File: config.mk
export PLATFORM = sky130hd
export DESIGN_NAME = cmd_mailbox
export DESIGN_NICKNAME = d
export VERILOG_FILES = /design/src/rtl/mbox_pkg.sv /design/src/rtl/mbox_hostregs.sv /design/src/rtl/mbox_rspbuf.sv /design/src/rtl/mbox_seq.sv /design/src/rtl/cmd_mailbox.sv
export SDC_FILE = /design/constraint.sdc
export NUM_CORES = 1
export LEC_CHECK = 0
export ABC_CLOCK_PERIOD_IN_PS = 12700
export BUFFER_PORTS_ARGS = -buffer_cell sky130_fd_sc_hd__buf_2
export CORE_AREA = 2 2 177 196
export DETAILED_ROUTE_END_ITERATION = 8
export DIE_AREA = 0 0 179 198
export GPL_TIMING_DRIVEN = 0
export PLACE_DENSITY = 0.72
export SYNTH_ARGS = -nofsm -noshare
export SYNTH_HDL_FRONTEND = slang
export SYNTH_SLANG_ARGS = --single-unit
File: constraint.sdc
create_clock -name clk -period 12.7 [get_ports clk]
set_input_delay 2.54 -clock clk [delete_from_list [all_inputs] [get_ports clk]]
set_output_delay 2.54 -clock clk [all_outputs]
set_load 0.01 [all_outputs]
File: src/rtl/mbox_pkg.sv
package mbox_pkg;
  localparam int DW          = 32;
  localparam int BUF_WORDS   = 4;
  localparam int IDX_W       = $clog2(BUF_WORDS);
  localparam int RGN_LSB     = IDX_W + 2;
  localparam int CODE_W      = 8;
  localparam int CMD_IEN_BIT = 8;
  localparam int CLR_BIT     = 2;

  localparam logic [7:0] OFF_CMD  = 8'h00;
  localparam logic [7:0] OFF_STS  = 8'h04;
  localparam logic [7:0] OFF_SPTR = 8'h08;
  localparam logic [7:0] OFF_DPTR = 8'h0C;
  localparam logic [7:0] OFF_WBUF = 8'h80;
  localparam logic [7:0] OFF_RBUF = 8'h90;

  typedef enum logic [CODE_W-1:0] {
    EC_NONE          = 8'd0,
    EC_UNSUPPORTED   = 8'd1,
    EC_NOT_SERVICED  = 8'd2,
    EC_CANNOT_SERVE  = 8'd3,
    EC_INVALID       = 8'd4,
    EC_FAILED        = 8'd5,
    EC_SECURITY      = 8'd6,
    EC_UNSIGNED      = 8'd7
  } err_code_e;

  typedef struct packed {
    logic [7:0]        rsv_hi;
    logic [CODE_W-1:0] code;
    logic [12:0]       rsv_lo;
    logic              done;
    logic              err;
    logic              busy;
  } status_t;
endpackage

File: src/rtl/mbox_hostregs.sv
module mbox_hostregs
  import mbox_pkg::*;
(
  input  logic                    clk,
  input  logic                    rst_n,
  input  logic                    we_sptr,
  input  logic                    we_dptr,
  input  logic                    we_wbuf,
  input  logic [IDX_W-1:0]        idx,
  input  logic [DW-1:0]           wdata,
  output logic [DW-1:0]           sptr,
  output logic [DW-1:0]           dptr,
  output logic [BUF_WORDS*DW-1:0] wbuf_flat,
  output logic [DW-1:0]           wbuf_rd
);
  logic [DW-1:0] words [BUF_WORDS];

  always_ff @(posedge clk) begin
    if (!rst_n) begin
      sptr <= '0;
      dptr <= '0;
    end else begin
      if (we_sptr) sptr <= wdata;
      if (we_dptr) dptr <= wdata;
    end
  end

  for (genvar i = 0; i < BUF_WORDS; i++) begin : g_word
    always_ff @(posedge clk) begin
      if (!rst_n)
        words[i] <= '0;
      else if (we_wbuf && idx == IDX_W'(i))
        words[i] <= wdata;
    end
    assign wbuf_flat[i*DW +: DW] = words[i];
  end

  assign wbuf_rd = words[idx];
endmodule

File: src/rtl/mbox_rspbuf.sv
module mbox_rspbuf
  import mbox_pkg::*;
(
  input  logic                    clk,
  input  logic                    rst_n,
  input  logic                    c_we,
  input  logic [IDX_W-1:0]        c_idx,
  input  logic [DW-1:0]           c_data,
  input  logic [IDX_W-1:0]        rd_idx,
  output logic [BUF_WORDS*DW-1:0] rbuf_flat,
  output logic [DW-1:0]           rd_data
);
  logic [DW-1:0] words [BUF_WORDS];

  for (genvar i = 0; i < BUF_WORDS; i++) begin : g_word
    always_ff @(posedge clk) begin
      if (!rst_n)
        words[i] <= '0;
      else if (c_we && c_idx == IDX_W'(i))
        words[i] <= c_data;
    end
    assign rbuf_flat[i*DW +: DW] = words[i];
  end

  assign rd_data = words[rd_idx];
endmodule

File: src/rtl/mbox_seq.sv
module mbox_seq
  import mbox_pkg::*;
(
  input  logic              clk,
  input  logic              rst_n,
  input  logic              cmd_we,
  input  logic              sts_we,
  input  logic [DW-1:0]     wdata,
  input  logic              cpl_valid,
  input  logic              cpl_err,
  input  logic [CODE_W-1:0] cpl_code,
  output logic              cpl_ready,
  output logic              doorbell,
  output logic [DW-1:0]     cmd_word,
  output logic [DW-1:0]     sts_word,
  output logic              irq,
  output logic              busy,
  output logic              done,
  output logic              err,
  output logic [CODE_W-1:0] code
);
  logic    accept;
  logic    cpl_fire;
  status_t sts;

  assign accept   = cmd_we && !busy;
  assign cpl_fire = cpl_valid && busy;

  always_ff @(posedge clk) begin
    if (!rst_n) begin
      cmd_word <= '0;
      busy     <= 1'b0;
      doorbell <= 1'b0;
      err      <= 1'b0;
      code     <= '0;
    end else begin
      doorbell <= 1'b0;
      if (accept) begin
        cmd_word <= wdata;
        busy     <= 1'b1;
        doorbell <= 1'b1;
        err      <= 1'b0;
        code     <= '0;
      end else if (cpl_fire) begin
        busy <= 1'b0;
        err  <= cpl_err;
        code <= cpl_err ? cpl_code : '0;
      end
    end
  end

  always_ff @(posedge clk) begin
    if (!rst_n)
      done <= 1'b0;
    else if (cpl_fire)
      done <= 1'b1;
    else if (sts_we && wdata[CLR_BIT])
      done <= 1'b0;
  end

  always_comb begin
    sts      = '0;
    sts.busy = busy;
    sts.err  = err;
    sts.done = done;
    sts.code = code;
  end

  assign sts_word  = sts;
  assign cpl_ready = busy;
  assign irq       = done && cmd_word[CMD_IEN_BIT];
endmodule

File: src/rtl/cmd_mailbox.sv
module cmd_mailbox
  import mbox_pkg::*;
#(
  parameter int AW = 8
) (
  input  logic                    clk,
  input  logic                    rst_n,
  input  logic                    h_wr_en,
  input  logic [AW-1:0]           h_addr,
  input  logic [DW-1:0]           h_wdata,
  output logic [DW-1:0]           h_rdata,
  output logic                    doorbell,
  output logic [DW-1:0]           ctl_cmd_word,
  output logic [DW-1:0]           ctl_src_ptr,
  output logic [DW-1:0]           ctl_dst_ptr,
  output logic [BUF_WORDS*DW-1:0] ctl_payload,
  input  logic                    rsp_we,
  input  logic [IDX_W-1:0]        rsp_idx,
  input  logic [DW-1:0]           rsp_data,
  input  logic                    cpl_valid,
  output logic                    cpl_ready,
  input  logic                    cpl_err,
  input  logic [CODE_W-1:0]       cpl_code,
  output logic                    host_irq
);
  localparam logic [AW-1:0] A_CMD  = AW'(OFF_CMD);
  localparam logic [AW-1:0] A_STS  = AW'(OFF_STS);
  localparam logic [AW-1:0] A_SPTR = AW'(OFF_SPTR);
  localparam logic [AW-1:0] A_DPTR = AW'(OFF_DPTR);
  localparam logic [AW-1:0] A_WBUF = AW'(OFF_WBUF);
  localparam logic [AW-1:0] A_RBUF = AW'(OFF_RBUF);

  logic                    aligned;
  logic                    sel_cmd, sel_sts, sel_sptr, sel_dptr, in_wbuf, in_rbuf;
  logic [IDX_W-1:0]        buf_idx;
  logic [DW-1:0]           sts_word, wbuf_rd, rbuf_rd;
  logic [BUF_WORDS*DW-1:0] rbuf_flat;
  logic                    sts_busy, sts_done, sts_err;
  logic [CODE_W-1:0]       sts_code;

  assign aligned  = (h_addr[1:0] == 2'b00);
  assign sel_cmd  = (h_addr == A_CMD);
  assign sel_sts  = (h_addr == A_STS);
  assign sel_sptr = (h_addr == A_SPTR);
  assign sel_dptr = (h_addr == A_DPTR);
  assign in_wbuf  = aligned && (h_addr[AW-1:RGN_LSB] == A_WBUF[AW-1:RGN_LSB]);
  assign in_rbuf  = aligned && (h_addr[AW-1:RGN_LSB] == A_RBUF[AW-1:RGN_LSB]);
  assign buf_idx  = h_addr[RGN_LSB-1:2];

  mbox_hostregs u_regs (
    .clk       (clk),
    .rst_n     (rst_n),
    .we_sptr   (h_wr_en && sel_sptr),
    .we_dptr   (h_wr_en && sel_dptr),
    .we_wbuf   (h_wr_en && in_wbuf),
    .idx       (buf_idx),
    .wdata     (h_wdata),
    .sptr      (ctl_src_ptr),
    .dptr      (ctl_dst_ptr),
    .wbuf_flat (ctl_payload),
    .wbuf_rd   (wbuf_rd)
  );

  mbox_rspbuf u_rsp (
    .clk       (clk),
    .rst_n     (rst_n),
    .c_we      (rsp_we),
    .c_idx     (rsp_idx),
    .c_data    (rsp_data),
    .rd_idx    (buf_idx),
    .rbuf_flat (rbuf_flat),
    .rd_data   (rbuf_rd)
  );

  mbox_seq u_seq (
    .clk       (clk),
    .rst_n     (rst_n),
    .cmd_we    (h_wr_en && sel_cmd),
    .sts_we    (h_wr_en && sel_sts),
    .wdata     (h_wdata),
    .cpl_valid (cpl_valid),
    .cpl_err   (cpl_err),
    .cpl_code  (cpl_code),
    .cpl_ready (cpl_ready),
    .doorbell  (doorbell),
    .cmd_word  (ctl_cmd_word),
    .sts_word  (sts_word),
    .irq       (host_irq),
    .busy      (sts_busy),
    .done      (sts_done),
    .err       (sts_err),
    .code      (sts_code)
  );

  always_comb begin
    h_rdata = '0;
    if (sel_cmd)       h_rdata = ctl_cmd_word;
    else if (sel_sts)  h_rdata = sts_word;
    else if (sel_sptr) h_rdata = ctl_src_ptr;
    else if (sel_dptr) h_rdata = ctl_dst_ptr;
    else if (in_wbuf)  h_rdata = wbuf_rd;
    else if (in_rbuf)  h_rdata = rbuf_rd;
  end
endmodule

==> qor.yml <==
worst_setup_path:
  worstPathArrival_ns: 5.56
  rr_startpoint: "u_seq.busy$_SDFFE_PN0P_"
  rr_endpoint: "u_seq.cmd_word[19]$_SDFFE_PN0P_"
  critPathTopFamily: "simple AND/OR/NAND/NOR gates"
  rrSetupSlack_ns: 10.57
  crit_buf_inv: 4
  worstPathMaxFanout: 10
  worstSetupStartpointType: "input pin"
  r2r_cells: 6
  crit_chain: "buf_2 > nor4_1 > and2_1 > clkbuf_1 > clkbuf_1 > a22oi_1 > nand2_1 > buf_2"
  cp.required_ns: 10.16
  critical-path-slowest-cell: "nor4_1"
  worst_setup_path_end_kind: "output pin"
  critPathMaxStageDelay_ns: 1.05
  crit_type: "input pin to output pin"
final_layout:
  final_util: 0.595
  layout_commonest_cell: "buf_2"
  finalNetCount: 1770
  layout_common_cells: "buf_2 (360), and2_1 (260), edfxtp_1 (256), nand2_1 (143), dfxtp_1 (108)"
  drive_above_1_share: 0.298
  area_growth_pct: 23.5
sta:
  skew_ns: 0.00562
  worst_pin_slew_ns: 1.27
  rsz0062_at_grt: "no"
  period_minus_slack_ns: 8.10
  finalSetupViolCount: 0
  finalCritPeriodShare: 0.637
  slew_violations: 0
  setup-tns-final_ns: 0
  setup_ws_ns: 4.60
  hold_viol_final: 0
  relSlewSlack: 0.145
  max_freq_mhz: 124
  holdWs_ns: 0.452
global_routing:
  first_global_vias: 12400
  grt_pass1_wl_um: 79700
  grt_max_degree: 25
  grt_antenna_before_repair: 12
  grtUsageTotal: 0.311
  grt.overflow.total: 0
clock_network:
  clk_path_buf_depth: 3
  cts_resized: 0
  tritoncts: "done"
  h-tree-depth: 2
  post-cts-setup-buffers: 0
  cts_buffers: 38
  hold_buffers: 0
  clock_sinks: 364
  path_clk_slew_ns: 0.06
  clkLatencyLatePin_ns: 0.54
  cts_root_buffer: "clkbuf_16"
power_and_ir_drop:
  powerDensity_nw_per_um2: 134
  vdd_drop_max_mv: 0.0806
  cellLeakagePower_nw: 7.81
yosys:
  synth.yosys.seq_area_share: 0.607
  synth_warnings: 0
  syn_area_um2: 16200
  synth_fa_ha_area_frac: 0
  async_reset_ff_frac: 0
  ys_types: 38
  synth_compound_gate_area_share: 0.0855
  synth.avg_cell_area_um2: 12.6
  synthCells: 1291
  yosys_register_bits: 364
  synthXorXnorAreaFrac: 0
  synthesis.nets: 1379
  ys.flop_type: "edfxtp_1"
  synth_top_family_by_area: "simple AND/OR/NAND/NOR gates"
  synth-simple-area-share: 0.176
  muxShareOfSynthArea: 0.104
  synth_edf_count: 256
worst_hold_path:
  holdPathEnd: "u_seq.code[0]$_SDFFE_PP0P_"
  worstHoldStart: "u_seq.code[0]$_SDFFE_PP0P_"
  min_path_type: "register to register"
  whs_path_depth: 2
flow_run:
  cap_violations: 0
floorplan:
  row_count: 71
  core-area_um2: 33700
  die_w_um: 179
  initial_core_util: 0.482
  dieHeight_um: 198
  io_pins: 347
  die-area_um2: 35400
place:
  pre_cts_ws_ns: 4.86
  hpwl_um: 41100
  place_congestion: 0.952
  portBuffers: 343
route:
  routed-via-count: 13000
  drc: 0
  first_pass_iters: 6
  post_drt_wl_per_cell_um: 26.1
  viasPerCell: 6.01
  routed_wl_um: 56200
  antenna_left: 0
  drtIter0Drc: 1800
outcome:
  status: "finished clean"
==> cells in the mapped netlist, types with 2 or more instances <==
library cell  number  area [µm²]
and2_1           260        1630
edfxtp_1         256        7690
nand2_1          143         537
dfxtp_1          108        2160
o21ai_0           83         415
clkbuf_1          77         289
mux4_2            74        1670
nand3_1           73         365
a22o_1            32         280
a22oi_1           31         233
a21boi_0          23         173
a31oi_1           22         138
and3_1            22         138
buf_2             17        85.1
a21boi_1          10        75.1
a21oi_1           10        50.1
nor2_1            10        37.5
buf_1              9        33.8
nand2b_1           4        25.0
buf_6              3        33.8
nand4_1            3        18.8
inv_1              2        7.51
nor2b_1            2        12.5
nor3_1             2        10.0
nor4_1             2        12.5
==> logic make-up after synthesis <==
kind of cell           count (synthesis)
buffers and inverters                108
AOI/OAI and AO/OA                    214
and+or+nand+nor                      529
muxes                                 76
DFF                                  364
==> state kept, by name (all words and copies together) (netlist names) <==
name and cells:
u_seq.err 1, u_regs.words 128, u_regs.sptr 32, u_regs.dptr 32, u_seq.code 8, u_seq.busy 1, u_seq.done 1, u_seq.cmd_word 32
u_seq.doorbell 1, u_rsp.words 128
==> final cells by class <==
type / instances / area (µm²)
multi-input combinational: 819 / 6030
clock inverter: 13 / 139
tap: 438 / 548
timing repair buffer: 351 / 1910
antenna: 8 / 20.0
inverter: 2 / 7.51
clock buffer: 55 / 1100
buffer: 106 / 442
sequential: 364 / 9850
fill: 2772 / 13600
==> worst min-delay path, cell delays in order (launching register included) <==
cell and delay [ns]:
dfxtp_1 0.31, nand2_1 0.05, a21oi_1 0.05
==> through the flow <==
| stage | cell area [µm²] | std cells | total power, mW |
|---|---|---|---|
| detailed placement | 18800 | 2080 | 1.58 |
| finish | 20000 | 2156 | 2.68 |
| global placement | 18500 | 2072 | 1.57 |
| global route | 20000 | 2152 | 2.75 |
| floorplan | 16200 | 1291 | 1.47 |
| CTS | 20000 | 2148 | 2.69 |
==> routing by layer <==
| metal | vias to the layer above | routed length [µm] | GRT usage |
|---|---|---|---|
| met5 | - | 48 | 0 |
| met4 | 8 | 3340 | 0.160 |
| met3 | 179 | 5650 | 0.0645 |
| met2 | 869 | 26500 | 0.500 |
| met1 | 6383 | 20600 | 0.398 |
| li1 | 5522 | - | - |
==> worst max-delay path by stage <==
stage,cells after the start,endpoint,start
finish,8,h_rdata[1],h_addr[5]
detailed placement,8,h_rdata[1],h_addr[5]
global route,8,h_rdata[1],h_addr[5]
global placement,7,u_regs.words[0][1]$_SDFFCE_PN0P_,h_addr[5]
CTS,8,h_rdata[1],h_addr[5]
floorplan,6,h_rdata[10],h_addr[5]
==> where the power goes <==
| group | internal (mW) | total (mW) | switching (mW) |
|---|---|---|---|
| registers | 1.32 | 1.34 | 0.0211 |
| clock network | 0.662 | 1.12 | 0.460 |
| logic | 0.0842 | 0.219 | 0.135 |
(Power assumes the default switching activity.)
